==> config.mk <==
export PLATFORM = sky130hd
export DESIGN_NAME = micro_seq
export DESIGN_NICKNAME = d
export VERILOG_FILES = /design/src/rtl/useq_pkg.sv /design/src/rtl/useq_store.sv /design/src/rtl/useq_ctrl.sv /design/src/rtl/useq_datapath.sv /design/src/rtl/micro_seq.sv
export SDC_FILE = /design/constraint.sdc
export NUM_CORES = 1
export LEC_CHECK = 0
export BUFFER_PORTS_ARGS = -buffer_cell sky130_fd_sc_hd__buf_2
export CORE_MARGIN = 2
export CORE_UTILIZATION = 44
export CTS_BUF_LIST = sky130_fd_sc_hd__clkbuf_2
export DETAILED_ROUTE_END_ITERATION = 10
export PLACE_DENSITY = 0.71
export SLEW_MARGIN = 40
export SYNTH_ARGS = -nofsm -noshare
export SYNTH_HDL_FRONTEND = slang
export SYNTH_HIERARCHICAL = 1
export SYNTH_SLANG_ARGS = --single-unit
export TNS_END_PERCENT = 1
==> constraint.sdc <==
create_clock -name clk -period 1.75 [get_ports clk]
set_input_delay 0.0875 -clock clk [delete_from_list [all_inputs] [get_ports clk]]
set_output_delay 0.0875 -clock clk [all_outputs]
set_load 0.01 [all_outputs]
==> src/rtl/useq_pkg.sv <==
package useq_pkg;

  typedef struct packed {
    logic takeStart;
    logic takeNext;
  } seqStrobe_t;

endpackage

==> src/rtl/useq_store.sv <==
module useq_store #(
  parameter int ADDR_W = 5,
  parameter int CTRL_W = 6,
  localparam int DEPTH  = 1 << ADDR_W,
  localparam int WORD_W = ADDR_W + CTRL_W
) (
  input  logic [ADDR_W-1:0] rdAddr,
  output logic [ADDR_W-1:0] nextField,
  output logic [CTRL_W-1:0] ctrlField
);

  function automatic logic [WORD_W-1:0] imageWord(input int loc);
    int succ;
    int ctl;
    succ = (loc + 1) % DEPTH;
    ctl  = ~loc;
    case (loc)
      4:  succ = 0;
      7:  succ = 5;
      8:  begin succ = 10; ctl = 9;  end
      10: begin succ = 19; ctl = 10; end
      19: begin succ = 26; ctl = 3;  end
      26: begin succ = 8;  ctl = 10; end
      default: ;
    endcase
    return {succ[ADDR_W-1:0], ctl[CTRL_W-1:0]};
  endfunction

  logic [WORD_W-1:0] romWord [DEPTH];

  for (genvar i = 0; i < DEPTH; i++) begin : g_image
    assign romWord[i] = imageWord(i);
  end

  assign nextField = romWord[rdAddr][WORD_W-1:CTRL_W];
  assign ctrlField = romWord[rdAddr][CTRL_W-1:0];

endmodule

==> src/rtl/useq_ctrl.sv <==
module useq_ctrl
  import useq_pkg::*;
(
  input  logic       startLoad,
  output seqStrobe_t strobe
);

  always_comb begin
    strobe.takeStart = startLoad;
    strobe.takeNext  = !startLoad;
  end

endmodule

==> src/rtl/useq_datapath.sv <==
module useq_datapath
  import useq_pkg::*;
#(
  parameter int ADDR_W     = 5,
  parameter bit COUNT_MODE = 1'b0
) (
  input  logic              clk,
  input  logic              rstN,
  input  seqStrobe_t        strobe,
  input  logic [ADDR_W-1:0] startAddr,
  input  logic [ADDR_W-1:0] nextField,
  output logic [ADDR_W-1:0] curAddr
);

  logic [ADDR_W-1:0] succAddr;
  logic              pastValid;

  if (COUNT_MODE) begin : g_count
    assign succAddr = curAddr + ADDR_W'(1);
  end else begin : g_next
    assign succAddr = nextField;
  end

  always_ff @(posedge clk or negedge rstN) begin
    if (!rstN) begin
      curAddr   <= '0;
      pastValid <= 1'b0;
    end else begin
      pastValid <= 1'b1;
      if (strobe.takeStart)     curAddr <= startAddr;
      else if (strobe.takeNext) curAddr <= succAddr;
    end
  end

  assert_start_wins_R4: assert property (@(posedge clk) disable iff (!rstN)
    (pastValid && $past(strobe.takeStart)) |-> (curAddr == $past(startAddr)));

  if (COUNT_MODE) begin : g_chk_count
    assert_count_step_R8: assert property (@(posedge clk) disable iff (!rstN)
      (pastValid && !$past(strobe.takeStart)) |-> (curAddr == $past(curAddr) + ADDR_W'(1)));
  end else begin : g_chk_next
    assert_follow_next_R3: assert property (@(posedge clk) disable iff (!rstN)
      (pastValid && !$past(strobe.takeStart)) |-> (curAddr == $past(nextField)));
  end

endmodule

==> src/rtl/micro_seq.sv <==
module micro_seq
  import useq_pkg::*;
#(
  parameter int ADDR_W     = 5,
  parameter int CTRL_W     = 6,
  parameter bit COUNT_MODE = 1'b0
) (
  input  logic              clk,
  input  logic              rstN,
  input  logic              startLoad,
  input  logic [ADDR_W-1:0] startAddr,
  output logic [CTRL_W-1:0] ctrlOut,
  output logic [ADDR_W-1:0] curAddr
);

  seqStrobe_t        strobe;
  logic [ADDR_W-1:0] nextField;

  useq_ctrl u_ctrl (
    .startLoad (startLoad),
    .strobe    (strobe)
  );

  useq_datapath #(.ADDR_W(ADDR_W), .COUNT_MODE(COUNT_MODE)) u_dp (
    .clk       (clk),
    .rstN      (rstN),
    .strobe    (strobe),
    .startAddr (startAddr),
    .nextField (nextField),
    .curAddr   (curAddr)
  );

  useq_store #(.ADDR_W(ADDR_W), .CTRL_W(CTRL_W)) u_store (
    .rdAddr    (curAddr),
    .nextField (nextField),
    .ctrlField (ctrlOut)
  );

  assert_ctrl_tracks_R2: assert property (@(posedge clk) disable iff (!rstN)
    $stable(curAddr) |-> $stable(ctrlOut));

  assert_reset_zero_R1: assert property (@(posedge clk)
    (rstN === 1'b0) |-> (curAddr == '0));

endmodule

Yosys cells after proc, flatten, opt, wreduce, memory -nomap -nowiden. Memory sizes are Yosys's and may differ from the RTL's. Cells that the tools add are included.

Word-level logic and storage cells: 7. Memory bits (read-only): 352. Bits in registers: 5. Memories kept: 1. Output and inout port bits: 11. Bits of input ports: 8.

$lt $le $gt $ge: 1. Bitwise gates (word level): 1. Muxes and demuxes: 3.

Memory list: (no name shown) (depth 32, width 11, read ports 1, clocked after Yosys merged registers in 0, write ports 0, line useq_store.sv:35) `assign nextField = romWord[rdAddr][WORD_W-1:CTRL_W];`.

Operators by type and width (number): 2-to-1 mux 11 bit (2); greater-or-equal comparator 6 bit (second input constant) (1); NOT 5 -> 6 bit (1); 2-to-1 mux 5 bit (1).

Depth between registers and ports, before layout.
Depth after elaboration: 5. Mapped depth: 7. Depth with buffers taken out: 7.

Modules after synthesis. Netlist, hierarchy kept.

By module, submodules not included: useq_store (cells each 64, area each 457.9 sq um, times used 1); useq_datapath (cells each 22, area each 235.2 sq um, times used 1); useq_ctrl (cells each 2, area each 11.3 sq um, times used 1).

Least setup slack after synthesis. OpenSTA, ideal clock, no wires.

Kind: reg-to-reg. From: register u_dp.curAddr[0]. To: register u_dp.curAddr[0]. Cell stages (with the launch flop): 8. Arrival: 1.632 ns. Library setup time: 0.124 ns. Path buffers: 0. Required time: 1.626 ns. Slack: -0.006 ns. Period minus slack after synthesis: 1.756 ns. Cell sequence: dfrtp_1 inv_1 ha_1 nand2b_1 a311oi_2 a32oi_1 mux2i_1 o21ai_1.

Cells in the longest elaborated chain, start to end: 5.

Ends and longest elaborated chain: start, declared (line useq_datapath.sv:12) `output logic [ADDR_W-1:0] curAddr`; start signal, assigned (line useq_datapath.sv:30) `if (strobe.takeStart) curAddr <= startAddr;`; start signal, assigned (line useq_datapath.sv:31) `else if (strobe.takeNext) curAddr <= succAddr;`; NOT 5 -> 6 bit (implied by the code) (line useq_store.sv:35); memory (32 x 11 bit); 2-to-1 mux 11 bit (2 in a row); via nextField[0] (line micro_seq.sv:17) `logic [ADDR_W-1:0] nextField;`; 2-to-1 mux 5 bit (line useq_datapath.sv:30).

The timed path passes the listed nets, and every way through them passes these cells. The select of a mux whose other input is x is not followed.

Worst setup path after layout.
From: register u_dp.curAddr[0]. To: output port ctrlOut[0].

Cells in the longest elaborated chain, start to end: 4.

Ends and longest elaborated chain: NOT 5 -> 6 bit (implied by the code) (line useq_store.sv:36) `assign ctrlField = romWord[rdAddr][CTRL_W-1:0];`; memory (32 x 11 bit); 2-to-1 mux 11 bit (implied by the code) (2 in a row) (line useq_store.sv:36); end, declared (line micro_seq.sv:12) `output logic [CTRL_W-1:0] ctrlOut,`.

No other way between the ends. The select of a mux whose other input is x is not followed.

==> impl_metrics.tcl <==
set metrics [dict create \
    grt_max_degree 15 \
    wl_um 1690 \
    endpoint_kind "primary output" \
    initial_utilization_pct 46.8 \
    drtAntennaViolNets 0 \
    drt-wirelength-per-cell_um 13.3 \
    synth-xor-area-share_pct 1.24 \
    netlist_area_um2 704 \
    synth_area_per_cell_um2 8.00 \
    whs_ps 82.8 \
    cts_sinks 5 \
    worstSkewPairLatency_ps 220 \
    timing.final.crit_share_pct 97.7 \
    reg2reg_from "u_dp/curAddr[0]" \
    setup_viol 0 \
    peakVddDrop_mv 0.397 \
    synth_compound_area_share_pct 29.1 \
    synth.largest_area_cell "dfrtp_1" \
    fmax_mhz 585 \
    synthSimpleGateAreaFrac_pct 16.7 \
    yosysWarnings 6 \
    drive_gt1_share_pct 42.3 \
    cp_max_fo 5 \
    synth_cells 88 \
    first_global_vias 633 \
    grt_first_pass_wirelength_um 2770 \
    muxShareOfSynthArea_pct 8.70 \
    ys_types 33 \
    hp-class "input pin to register" \
    die-area_um2 1940 \
    regMostFlops "u_dp/curAddr" \
    syn-num-nets 104 \
    ys_seq_elements 5 \
    die_x_um 44.0 \
    nets 128 \
    dr_total_vias 719 \
    drc 0 \
    synth_top_family_by_area "compound AO/OA/AOI/OAI gates" \
    numCtsBuffers 3 \
    report.final.slew_viol_count 0 \
    cts_tree "built" \
    antenna_found_initial 0 \
    vias_per_cell 5.66 \
    r2r_end "u_dp/curAddr[0]" \
    period_minus_slack_ps 1710 \
    numPortBuffers 18 \
    netlist.area_leader.share_pct 17.8 \
    reg2reg_depth 7 \
    cts-root-buf "clkbuf_2" \
    crit_path_end "ctrlOut[0]" \
    reg_top3 "u_dp/curAddr (5)" \
    synthAdderAreaFrac_pct 14.2 \
    hpwl_um 1190 \
    critical_path_class "register to primary output" \
    largest_reg_flops 5 \
    r2r_setup_slack_ps 140 \
    status "finished, final reports clean" \
    ys.flop_type "dfrtp_1" \
    final_cells 127 \
    crit_required_ps 1660 \
    powerDensity_nw_per_um2 812 \
    mostFrequentLayoutCells "buf_2 (18), nand2_1 (10), buf_4 (8), o21ai_1 (8), mux2i_1 (5)" \
    clock_skew_ps 9.48 \
    dp_cells 120 \
    ys_top_cells_by_area "dfrtp_1 (18%), ha_1 (14%), mux2i_1 (7.1%)" \
    area_growth_pct 25.6 \
    die_h_um 44.0 \
    cp-startpoint "u_dp/curAddr[0]" \
    num_rows 14 \
    finalHoldViolCount 0 \
    worstPathArrival_ps 1620 \
    p_leak_nw 0.405 \
    rsz0062_at_grt "yes" \
    drt_iter0_markers 14 \
    slew-limit-headroom_pct 77.9 \
    worst_pin_slew_ps 332 \
    critPathLaunchType "register" \
    clk_pin_slew_ps 60 \
    routabilityCongestion 0.783 \
    grt-ovfl-total 0 \
    firstDrtPassIters 4 \
    layout_commonest_cell "buf_2" \
    cts-htree-levels 1 \
    ys_seq_area_share_pct 17.8 \
    async_reset_ff_share_pct 100 \
    synth_edf_count 0 \
    clock_path_buffers 2 \
    max_cap_viol_count 0 \
    io_pins 19 \
    num_antenna_cells 0 \
    grtUsageTotal_pct 19.2 \
    core_um2 1510 \
]
-- power by group --
group          internal [mW]  switching (mW)
Combinational          0.202           0.226
Clock                 0.0606          0.0512
Sequential             0.134          0.0441
Total                  0.397           0.322
-- stage by stage --
stage | area [um2] | util, % | TNS [ps] | power [mW] | setup slack (ps)
after CTS | 850 | 56.4 | 0 | 0.694 | 5.07
after floorplan | 706 | - | 0 | 0.447 | 91.1
final | 885 | 58.7 | 0 | 0.718 | 40.3
after global routing | 885 | 58.7 | -58.1 | 0.790 | -48.6
after detailed placement | 801 | 53.2 | -19.1 | 0.561 | -19.1
after global placement | 801 | 53.2 | 0 | 0.553 | 48.6
-- worst max-delay path, stage by stage (launching register included) --
cell	delay, ps
dfrtp_2	440
buf_4	170
ha_1	180
or3_1	330
a22oi_2	130
buf_2	160
-- what timing repair did --
action / CTS / global route
pin swaps: 1 / 1
hold buffers: 1 / 0
setup endpoints to repair: 3 / 6
buffers inserted: 2 / 0
cloned: 0 / 0
endpoints found under the hold margin: 5 / 0
resized for setup: 3 / 10
-- per-layer routing --
layer	GRT usage [%]	up-vias	wire (um)
li1	-	359	-
met4	10.9	0	0
met5	0	-	0
met2	28.8	26	823
met1	26.3	334	764
met3	2.86	0	99
-- layout make-up --
type	count	area [um2]
clock buffer	4	20.0
fill	139	622
inverter	7	28.8
multi-input combinational	68	526
sequential	5	130
tap	16	20.0
timing repair buffer	27	160
-- Yosys cell counts, types with 2 or more instances --
master     n
dfrtp_1    5
o211ai_1   2
o311ai_1   2
nand2b_1   5
nor2_1     3
buf_6      2
nand2_1   10
o21ai_0    3
a31oi_1    4
buf_4      3
ha_1       8
buf_2      2
a22oi_2    2
inv_1      6
o21ai_1    8
mux2i_1    5
a21oi_1    2
-- how the worst min path moves through the flow --
stage,startpoint,end,slack [ps],cells after the start
floorplan,rstN,u_dp/curAddr[0],-210,0
global placement,rstN,u_dp/curAddr[1],-100,1
detailed placement,rstN,u_dp/curAddr[1],-90,1
CTS,startAddr[1],u_dp/curAddr[1],70,3
global route,startAddr[1],u_dp/curAddr[1],70,3
finish,startAddr[0],u_dp/curAddr[0],80,3
-- logic make-up after synthesis --
family | count (synthesis)
compound gates | 29
xor+xnor | 1
fa+ha+maj | 8
buf+inv | 15
flops | 5
mux | 6
simple gates | 24
(Power assumes the default switching activity.)
